### config.mk
export PLATFORM = sky130hd
export DESIGN_NAME = sr_wp_unit
export DESIGN_NICKNAME = d
export VERILOG_FILES = /design/src/rtl/sr_wp_pkg.sv /design/src/rtl/sr_frame_tracker.sv /design/src/rtl/sr_protect_decode.sv /design/src/rtl/sr_status_reg.sv /design/src/rtl/sr_wp_unit.sv
export SDC_FILE = /design/constraint.sdc
export NUM_CORES = 1
export LEC_CHECK = 0
export BUFFER_PORTS_ARGS = -buffer_cell sky130_fd_sc_hd__buf_2
export CORE_MARGIN = 3
export CORE_UTILIZATION = 49
export CTS_CLUSTER_DIAMETER = 80
export DETAILED_ROUTE_END_ITERATION = 10
export GPL_TIMING_DRIVEN = 0
export MAX_ROUTING_LAYER = met4
export PLACE_DENSITY = 0.82
export SYNTH_ARGS = -nofsm -noshare
export SYNTH_HDL_FRONTEND = slang
export SYNTH_SLANG_ARGS = --single-unit
export TNS_END_PERCENT = 5
### constraint.sdc
create_clock -name clk -period 0.8 [get_ports clk]
set_input_delay 0.08 -clock clk [delete_from_list [all_inputs] [get_ports clk]]
set_output_delay 0.08 -clock clk [all_outputs]
set_load 0.1 [all_outputs]
### src/rtl/sr_wp_pkg.sv
package sr_wp_pkg;

  typedef enum logic [7:0] {
    OP_WRSR  = 8'h01,
    OP_WRITE = 8'h02,
    OP_READ  = 8'h03,
    OP_WRDI  = 8'h04,
    OP_RDSR  = 8'h05,
    OP_WREN  = 8'h06
  } sr_opcode_e;

  localparam int ST_WPEN  = 7;
  localparam int ST_BP_HI = 3;
  localparam int ST_BP_LO = 2;
  localparam int ST_WEL   = 1;
  localparam int ST_WIP   = 0;

  typedef struct packed {
    logic wren;
    logic wrdi;
    logic arr_ok;
    logic sts_ok;
  } sr_event_t;

endpackage

### src/rtl/sr_frame_tracker.sv
module sr_frame_tracker #(
  parameter int ADDR_BYTES = 2,
  parameter int CW         = $clog2(ADDR_BYTES + 3)
) (
  input  logic          clk,
  input  logic          rst_n,
  input  logic          byte_stb,
  input  logic [7:0]    byte_val,
  input  logic          desel,
  output logic [7:0]    op_q,
  output logic [2:0]    arg_q,
  output logic [CW-1:0] cnt_q
);

  localparam int CNT_MAX = ADDR_BYTES + 2;

  logic [7:0]    op_d;
  logic [2:0]    arg_d;
  logic [CW-1:0] cnt_d;
  logic          op_en, arg_en, cnt_en;

  always_comb begin
    op_d   = byte_val;
    arg_d  = {byte_val[7], byte_val[3:2]};
    op_en  = byte_stb && !desel && (cnt_q == '0);
    arg_en = byte_stb && !desel && (cnt_q == CW'(1));
    cnt_en = desel || (byte_stb && (cnt_q != CW'(CNT_MAX)));
    cnt_d  = desel ? '0 : cnt_q + CW'(1);
  end

  always_ff @(posedge clk or negedge rst_n) begin
    if (!rst_n) begin
      op_q  <= '0;
      arg_q <= '0;
      cnt_q <= '0;
    end else begin
      if (op_en)  op_q  <= op_d;
      if (arg_en) arg_q <= arg_d;
      if (cnt_en) cnt_q <= cnt_d;
    end
  end

endmodule

### src/rtl/sr_protect_decode.sv
module sr_protect_decode #(
  parameter int AW = 11
) (
  input  logic [1:0]    bp,
  input  logic [AW-1:0] addr,
  input  logic          wpen,
  input  logic          wp_n,
  output logic          blk_prot,
  output logic          sts_locked
);

  always_comb begin
    unique case (bp)
      2'b00:   blk_prot = 1'b0;
      2'b01:   blk_prot = (addr[AW-1:AW-2] == 2'b11);
      2'b10:   blk_prot = addr[AW-1];
      default: blk_prot = 1'b1;
    endcase
    sts_locked = wpen && !wp_n;
  end

endmodule

### src/rtl/sr_status_reg.sv
module sr_status_reg
  import sr_wp_pkg::*;
(
  input  logic      clk,
  input  logic      rst_n,
  input  sr_event_t ev,
  input  logic [2:0] sr_new,
  input  logic      wr_done,
  output logic [7:0] status
);

  logic       wpen_q, wel_q, wip_q;
  logic [1:0] bp_q;
  logic       wpen_d, wel_d, wip_d;
  logic [1:0] bp_d;
  logic       nv_en, wel_en, wip_en;

  always_comb begin
    wpen_d = sr_new[2];
    bp_d   = sr_new[1:0];
    nv_en  = !wip_q && ev.sts_ok;
    wel_en = 1'b0;
    wel_d  = wel_q;
    wip_en = 1'b0;
    wip_d  = wip_q;
    if (wip_q) begin
      if (wr_done) begin
        wip_en = 1'b1;
        wip_d  = 1'b0;
        wel_en = 1'b1;
        wel_d  = 1'b0;
      end
    end else begin
      if (ev.wren) begin
        wel_en = 1'b1;
        wel_d  = 1'b1;
      end else if (ev.wrdi) begin
        wel_en = 1'b1;
        wel_d  = 1'b0;
      end
      if (ev.arr_ok || ev.sts_ok) begin
        wip_en = 1'b1;
        wip_d  = 1'b1;
      end
    end
  end

  always_ff @(posedge clk or negedge rst_n) begin
    if (!rst_n) begin
      wpen_q <= 1'b0;
      bp_q   <= 2'b00;
      wel_q  <= 1'b0;
      wip_q  <= 1'b0;
    end else begin
      if (nv_en) begin
        wpen_q <= wpen_d;
        bp_q   <= bp_d;
      end
      if (wel_en) wel_q <= wel_d;
      if (wip_en) wip_q <= wip_d;
    end
  end

  always_comb begin
    status           = '0;
    status[ST_WPEN]  = wpen_q;
    status[ST_BP_HI] = bp_q[1];
    status[ST_BP_LO] = bp_q[0];
    status[ST_WEL]   = wel_q;
    status[ST_WIP]   = wip_q;
  end

endmodule

### src/rtl/sr_wp_unit.sv
module sr_wp_unit
  import sr_wp_pkg::*;
#(
  parameter int AW         = 11,
  parameter int ADDR_BYTES = 2
) (
  input  logic          clk,
  input  logic          rst_n,
  input  logic          byte_stb,
  input  logic [7:0]    byte_val,
  input  logic          partial_bits,
  input  logic          desel,
  input  logic [AW-1:0] wr_addr,
  input  logic          wp_n,
  input  logic          wr_done,
  output logic          arr_grant,
  output logic          sts_grant,
  output logic [7:0]    status
);

  localparam int CW        = $clog2(ADDR_BYTES + 3);
  localparam int WR_MIN    = ADDR_BYTES + 2;
  localparam int WRSR_MIN  = 2;

  logic          rst_meta_n, rst_sync_n;
  logic [7:0]    op_q;
  logic [2:0]    arg_q;
  logic [CW-1:0] cnt_q;
  logic          blk_prot, sts_locked, frame_end;
  sr_event_t     ev;
  logic          arr_grant_q, sts_grant_q;

  // reset asserts at once, releases on a clock edge
  always_ff @(posedge clk or negedge rst_n) begin
    if (!rst_n) begin
      rst_meta_n <= 1'b0;
      rst_sync_n <= 1'b0;
    end else begin
      rst_meta_n <= 1'b1;
      rst_sync_n <= rst_meta_n;
    end
  end

  sr_frame_tracker #(.ADDR_BYTES(ADDR_BYTES), .CW(CW)) u_frame (
    .clk      (clk),
    .rst_n    (rst_sync_n),
    .byte_stb (byte_stb),
    .byte_val (byte_val),
    .desel    (desel),
    .op_q     (op_q),
    .arg_q    (arg_q),
    .cnt_q    (cnt_q)
  );

  sr_protect_decode #(.AW(AW)) u_prot (
    .bp         (status[ST_BP_HI:ST_BP_LO]),
    .addr       (wr_addr),
    .wpen       (status[ST_WPEN]),
    .wp_n       (wp_n),
    .blk_prot   (blk_prot),
    .sts_locked (sts_locked)
  );

  always_comb begin
    frame_end = desel && !partial_bits && !status[ST_WIP];
    ev.wren   = frame_end && (op_q == OP_WREN) && (cnt_q == CW'(1));
    ev.wrdi   = frame_end && (op_q == OP_WRDI) && (cnt_q == CW'(1));
    ev.arr_ok = frame_end && (op_q == OP_WRITE) && (cnt_q >= CW'(WR_MIN))
                && status[ST_WEL] && !blk_prot;
    ev.sts_ok = frame_end && (op_q == OP_WRSR) && (cnt_q >= CW'(WRSR_MIN))
                && status[ST_WEL] && !sts_locked;
  end

  sr_status_reg u_sreg (
    .clk     (clk),
    .rst_n   (rst_sync_n),
    .ev      (ev),
    .sr_new  (arg_q),
    .wr_done (wr_done),
    .status  (status)
  );

  always_ff @(posedge clk or negedge rst_sync_n) begin
    if (!rst_sync_n) begin
      arr_grant_q <= 1'b0;
      sts_grant_q <= 1'b0;
    end else begin
      arr_grant_q <= ev.arr_ok;
      sts_grant_q <= ev.sts_ok;
    end
  end

  assign arr_grant = arr_grant_q;
  assign sts_grant = sts_grant_q;

endmodule

==> results.ini, run 1 <==
[final_layout]
fin_cells = 154
fillerInstances = 125
final_common_cell = dfrtp_1
register_area_um2 = 583
fin_nets = 157
layout-drive-gt1-share = 0.583
multi_input_area_um2 = 547
n_antenna_cell = 0
syn_to_final_growth_pct = 50.2
layout_common_cells = dfrtp_1 (17), buf_2 (16), buf_4 (12)

[power_and_ir_drop]
p_leak_nw = 0.779
vdd_drop_max_mv = 1.68
cellPowerDensity_mw_per_mm2 = 1730

[yosys]
synthTopCellsByArea = dfrtp_1 (53%), mux2_2 (14%), nor4b_4 (4.3%)
yosys.area_share.xor_xnor = 0.00801
synthAdderAreaFrac = 0.0343
yosysSeqAreaShare = 0.526
synth_area_per_cell_um2 = 13.7
synth_top_family_by_area = simple AND/OR/NAND/NOR gates
synth_compound_area_frac = 0.0549
synth_top_area_frac = 0.526
synth_cell_types = 28
syn_inst = 80
ys_ff_latch = 23
yosysWarningCount = 0
yosys.area.top_type = dfrtp_1
synth-simple-area-share = 0.161
synthMuxAreaShare = 0.153
synth_area_mm2 = 0.00109

[run_status]
violations = negative setup slack
outcome = finished with violations

[grt]
grt_pass1_vias = 841
grt_use_total = 0.221
grt_max_degree = 22
grt_pass1_wl_um = 4190
antenna_found_initial = 0
grt-ovfl-total = 0

[floorplan]
fp.dieW_um = 53.2
core_mm2 = 0.00204
io_pins = 36
fp.dieArea_mm2 = 0.00283
die_h_um = 53.2
rows = 16
start_util = 0.536

[sta]
setup_tns_ps = -17670
setup_slack_ps = -1060
finClkSkew_ps = 9.99
finalSetupViolCount = 28
period_needed_ps = 1860
hold-worst-slack_ps = 60.7
hold_viol = 0
rsz0062_at_grt = true
period_share = 2.33
drv_slew = 0
max_freq_ghz = 0.537

[clock_tree]
clock_latency_ps = 330
cts_tree = done
clock-sinks = 23
cts-root-buf = clkbuf_4
htree_num_levels = 1
path_clk_slew_ps = 140
cts_made_buffers = 3
cts.path.max_buffers = 2

[setup_path]
start_kind = register
worstPathMaxFanout = 4
cp-end-kind = register
worstPathRequired_ps = 1010
path_class = register to register
critPathArrivalTime_ps = 2080

[run]
drv_cap = 0

[detailed_routing]
viasPerCell = 5.30
wl_um = 2830
route.vias.total = 816
wire_per_inst_um = 18.4
dr.first_iter.drc_count = 8
firstDrtPassIters = 4
ant_nets = 0
drc = 0

[placement]
io_buffer_count = 23
place.gp.congestion = 0.746
dp.cells = 132
place_hpwl_um = 1490

[min_path]
holdCritPathClass = primary input to async pin

-- timing repair --
| item | 4_1_cts | 5_1_grt |
|---|---|---|
| hold endpoints to repair | 15 | 0 |
| gates resized for setup | 41 | 14 |
| setup endpoints to repair | 49 | 28 |
| pin swaps | 4 | 7 |
| buffers inserted | 4 | 4 |
| hold buffers | 10 | 0 |
-- Yosys cell counts, drive strengths merged --
cell type	instances
o22ai	1
or3	1
a21boi	1
and4bb	2
mux2i	1
ha	3
nor4bb	1
mux2	14
inv	3
nor3	1
nand2	2
xnor2	1
o21ai	1
buf	6
a2bb2oi	1
nor2b	1
a2111oi	1
and4b	1
nand3	2
dfrtp	23
nand4b	1
nor2	3
a21o	1
conb	2
a21oi	2
clkbuf	1
nor4	1
nor4b	2
-- where the power goes --
part	switching (W)	total, W	internal (W)
Sequential	0.000224	0.00157	0.00134
Combinational	0.000282	0.000699	0.000417
Clock	0.000385	0.000577	0.000191
-- critical path, cell delays in order (launching register included) --
cell      delay, ps
dfrtp_2         470
nor4b_4         380
nand4b_4        170
nor4b_4         230
buf_4           190
mux2_4          310
-- layer usage --
layer	share of wire	vias up	GRT usage
met5	0	-	-
met4	0.017	0	0.0809
met3	0.049	6	0.0620
met2	0.54	29	0.367
met1	0.39	408	0.254
li1	-	373	-
-- through the flow --
step / utilization / cell area, µm² / total power, W / worst slack, ps
after CTS: 0.768 / 1570 / 0.00270 / -1040
after global routing: 0.805 / 1640 / 0.00294 / -1090
after floorplan: - / 1100 / 0.00190 / -905
after global placement: 0.613 / 1250 / 0.00201 / -1020
after detailed placement: 0.613 / 1250 / 0.00204 / -1100
final: 0.805 / 1640 / 0.00284 / -1060
-- cell type report --
cell class | instances | area share
repair buffers | 41 | 0.225
well taps | 27 | 0.0206
flip-flops and latches | 23 | 0.355
multi-input cells | 49 | 0.333
clock inverters | 1 | 0.00457
clock buffers | 3 | 0.0137
plain buffers | 7 | 0.0411
inverters | 3 | 0.00685
-- final timing paths --
| kind | slack (ps) | from | cells after the start | endpoint |
|---|---|---|---|---|
| max reg2reg | -1060 | u_sreg.wip_q | 5 | u_sreg.bp_q[1] |
| max in group asynchronous | 240 | rst_sync_n | 0 | u_frame.cnt_q[0] |
| min in group clk | 80 | byte_stb | 3 | u_frame.cnt_q[2] |
| min | 60 | rst_n | 2 | rst_sync_n |
| min reg2reg | 210 | rst_sync_n | 0 | u_sreg.bp_q[0] |
| max | -1060 | u_sreg.wip_q | 5 | u_sreg.bp_q[1] |
-- state kept, by name, summed over array words and instances (netlist names) --
signal,flops
arr_grant,1
rst_meta_n,1
rst_sync_n,1
sts_grant,1
u_frame.arg_q,3
u_frame.cnt_q,3
u_frame.op_q,8
u_sreg.bp_q,2
u_sreg.wel_q,1
u_sreg.wip_q,1
u_sreg.wpen_q,1
-- logic make-up after synthesis --
kind of cell	after synthesis
muxes	15
DFF	23
xor gates and xnor gates	1
and+or+nand+nor	18
AOI/OAI and AO/OA	8
adders and majority gates	3
other	2
buffers and inverters	10
Note: power is estimated with default switching activity, not from simulation.
==> run 2, diff against run 1 <==
Settings changed: CORE_UTILIZATION 49 to 25, PLACE_DENSITY 0.82 to 0.49.
==> results.ini, run 2 (synthesized netlist as in run 1, its figures left out) <==
[placement]
place_hpwl_um = 1650
io_buffer_count = 23
place.gp.congestion = 0.757
pre_cts_slack_ps = -1080
dpl_cell_area_mm2 = 0.00128

[clock_tree]
cts-root-buf = clkbuf_8
cts_tree = done
path_clk_slew_ps = 80
clock_latency_ps = 260
cts_made_buffers = 3
clock-sinks = 23
cts.path.max_buffers = 2
htree_num_levels = 1

[setup_path]
worst_path_max_delay_cell = dfrtp_1
worstPathRequired_ps = 940
start_kind = register
max_stage_delay_ps = 410
path_buf_inv = 1
cp-end-kind = register
crit_chain = nor4_4 -> nand4b_4 -> nor4b_4 -> buf_6 -> mux2_4
worstPathMaxFanout = 5
critPathArrivalTime_ps = 1970
path_class = register to register
crit_family = simple AND/OR/NAND/NOR gates
r2r_slack_ps = -1020

[floorplan]
fp.dieW_um = 72.1
core_mm2 = 0.00412
rows = 23
die_h_um = 72.1
fp.dieArea_mm2 = 0.00520
io_pins = 36
start_util = 0.266

[final_layout]
fin_nets = 146
register_area_um2 = 581
multi_input_area_um2 = 537
layout_common_cells = dfrtp_1 (19), buf_2 (16), buf_4 (10)
largest_register_ffs = 8
fillerInstances = 396
final_common_cell = dfrtp_1
n_antenna_cell = 0
syn_to_final_growth_pct = 43.1
reg_top3 = u_frame.op_q x8, u_frame.arg_q x3, u_frame.cnt_q x3
regMostFlops = u_frame.op_q
design_area_mm2 = 0.00157
layout-drive-gt1-share = 0.612

[grt]
grt-ovfl-total = 0
grt_use_total = 0.0983
grt_pass1_vias = 814
grt_pass1_wl_um = 3930
grt_max_degree = 22
antenna_found_initial = 0

[detailed_routing]
firstDrtPassIters = 3
viasPerCell = 4.39
wl_um = 2320
wire_per_inst_um = 14.0
route.vias.total = 728
dr.first_iter.drc_count = 15
ant_nets = 0
drc = 0

[sta]
finalSetupViolCount = 28
rsz0062_at_grt = true
finClkSkew_ps = 3.84
period_needed_ps = 1820
hold_viol = 0
setup_tns_ps = -15760
setup_slack_ps = -1020
drv_slew = 0
max_freq_ghz = 0.548
period_share = 2.28

[power_and_ir_drop]
vdd_drop_max_mv = 1.02
cellPowerDensity_mw_per_mm2 = 1810
p_leak_nw = 0.730

[run_status]
violations = negative setup slack
outcome = finished with violations

[run]
drv_cap = 0

[min_path]
holdCritPathClass = primary input to register

[run 2: routing by layer]
layer  share of wire  up-vias  global-route usage
li1                -      348                   -
met1            0.47      364               0.127
met2            0.50       16               0.163
met3           0.034        0              0.0166
met4               0        0              0.0188
met5               0        -                   -
[run 2: stage by stage]
stage                     hold WS, ps  total power, W  utilization  std cells
after floorplan                  -216         0.00190            -         82
after global placement           -135         0.00202        0.311        155
after detailed placement         -134         0.00205        0.311        155
after CTS                        41.8         0.00284        0.372        164
after global routing             34.8         0.00300        0.380        166
final                            47.2         0.00283        0.380        166
[run 2: report_power, final]
group | switching, W | leakage (nW) | total [W] | internal [W]
Clock | 0.000345 | 0.0228 | 0.000700 | 0.000355
Combinational | 0.000252 | 0.421 | 0.000583 | 0.000331
Sequential | 0.000209 | 0.286 | 0.00155 | 0.00134
[run 2: final cells by class]
cell class / count / share of cell area
multi-input cells: 49 / 0.343
clock buffers: 4 / 0.0288
repair buffers: 31 / 0.177
flip-flops and latches: 23 / 0.371
plain buffers: 6 / 0.0336
inverters: 3 / 0.00719
well taps: 50 / 0.0400
[run 2: final timing paths]
kind                       cells past startpoint         endpoint       startpoint
max                                            5   u_sreg.bp_q[1]  u_frame.op_q[6]
min                                            2  u_frame.op_q[6]      byte_val[6]
max reg2reg                                    5   u_sreg.bp_q[1]  u_frame.op_q[6]
min reg2reg                                    0        sts_grant       rst_sync_n
max in group asynchronous                      0   u_sreg.bp_q[0]       rst_sync_n
min in group asynchronous                      2       rst_meta_n            rst_n
[run 2: timing repair]
item / 4_1_cts / 5_1_grt
endpoints found under the setup margin: 49 / 49
setup buffers: 5 / 2
resized for setup: 42 / 6
pin swaps: 8 / 6
hold buffers: 1 / 0
hold endpoints to repair: 2 / 0
==> run 3, diff against run 2 <==
Settings changed: MAX_ROUTING_LAYER met4 to default.
==> results.ini, run 3 (synthesized netlist as in run 1, its figures left out) <==
[run_status]
outcome = finished with violations
violations = negative setup slack

[setup_path]
path_buf_inv = 1
cp-startpoint = u_frame.op_q[6]
worst_path_max_delay_cell = dfrtp_1
worstPathMaxFanout = 5
crit_family = simple AND/OR/NAND/NOR gates
crit_chain = nor4_4 -> nand4b_4 -> nor4b_4 -> buf_6 -> mux2_4
cp-end-kind = register
rr_endpoint = u_sreg.bp_q[1]
path_class = register to register
path_depth = 5
r2r_slack_ps = -1020
worstPathRequired_ps = 940
setup.worst_path.end = u_sreg.bp_q[1]
start_kind = register
reg2regPathDepth = 5
timing.rr.start = u_frame.op_q[6]
critPathArrivalTime_ps = 1970
max_stage_delay_ps = 410

[final_layout]
regMostFlops = u_frame.op_q
reg_top3 = u_frame.op_q x8, u_frame.arg_q x3, u_frame.cnt_q x3
layout_common_cells = dfrtp_1 (19), buf_2 (16), buf_4 (10)
largest_register_ffs = 8
final_common_cell = dfrtp_1
fin_nets = 146
syn_to_final_growth_pct = 43.1
n_antenna_cell = 0
fillerInstances = 396
layout-drive-gt1-share = 0.612

[grt]
grt_pass1_wl_um = 3950
antenna_found_initial = 0
grt_max_degree = 22
grt_use_total = 0.0957
grt_pass1_vias = 808
grt-ovfl-total = 0

[sta]
period_share = 2.28
hold-worst-slack_ps = 47.5
setup_slack_ps = -1020
finalSetupViolCount = 28
setup_tns_ps = -15760
period_needed_ps = 1820
finClkSkew_ps = 3.62
hold_viol = 0
max_freq_ghz = 0.548
rsz0062_at_grt = true
drv_slew = 0

[run]
drv_cap = 0

[placement]
io_buffer_count = 23
place.gp.congestion = 0.748
place_hpwl_um = 1650

[detailed_routing]
drc = 0
wl_um = 2330
dr.first_iter.drc_count = 15
wire_per_inst_um = 14.0
firstDrtPassIters = 3
ant_nets = 0
viasPerCell = 4.39
route.vias.total = 728

[floorplan]
fp.dieW_um = 72.1
die_h_um = 72.1
rows = 23
fp.dieArea_mm2 = 0.00520
start_util = 0.266
io_pins = 36
core_mm2 = 0.00412

[clock_tree]
clock-sinks = 23
path_clk_slew_ps = 80
cts-root-buf = clkbuf_8
cts_tree = done
htree_num_levels = 1
clock_latency_ps = 260
cts_made_buffers = 3
cts.path.max_buffers = 2

[power_and_ir_drop]
p_leak_nw = 0.730
cellPowerDensity_mw_per_mm2 = 1810
vdd_drop_max_mv = 1.02

[min_path]
min_from = byte_val[6]
holdCritPathClass = primary input to register

[run 3: cell counts in the layout (fill, tap and decap cells not counted)]
No cell type changed its count.
[run 3: final cells by class]
class	instances	area (µm²)	share of cell area
sequential	23	581	0.371
timing repair buffer	31	277	0.177
tap	50	62.6	0.0400
inverter	3	11.3	0.00719
multi-input combinational	49	537	0.343
buffer	6	52.6	0.0336
clock buffer	4	45.0	0.0288
[run 3: worst min-delay path by stage]
stage	endpoint	slack, ps	depth (start not counted)
finish	u_frame.op_q[6]	50	2
global route	u_frame.op_q[6]	30	2
CTS	u_frame.op_q[6]	40	2
detailed placement	rst_meta_n	-130	1
global placement	rst_meta_n	-140	1
floorplan	rst_meta_n	-220	0
[run 3: timing repair]
item,CTS,global route
resized for setup,42,6
setup buffers,5,2
cloned,0,0
setup endpoints to repair,49,49
hold buffers,1,0
pin swaps,8,6
hold endpoints to repair,2,0
[run 3: power breakdown]
part           leakage, nW  switching (W)  internal, W  total [W]
logic                0.421       0.000252     0.000331   0.000583
registers            0.286       0.000209      0.00134    0.00155
clock network       0.0228       0.000345     0.000355   0.000699
[run 3: metrics by stage]
step                cells  power [W]   util  setup slack (ps)  area, µm²
finish                166    0.00283  0.380             -1020       1570
global route          166    0.00301  0.380             -1100       1570
CTS                   164    0.00284  0.372             -1020       1530
detailed placement    155    0.00205  0.311             -1080       1280
global placement      155    0.00202  0.311             -1080       1280
floorplan              82    0.00190      -              -905       1100
[run 3: per-layer routing]
metal / global-route usage / wire length, µm / vias up
li1: - / - / 348
met1: 0.127 / 1070 / 364
met2: 0.162 / 1160 / 16
met3: 0.0194 / 92 / 0
met4: 0.0188 / 0 / 0
met5: 0 / 0 / -
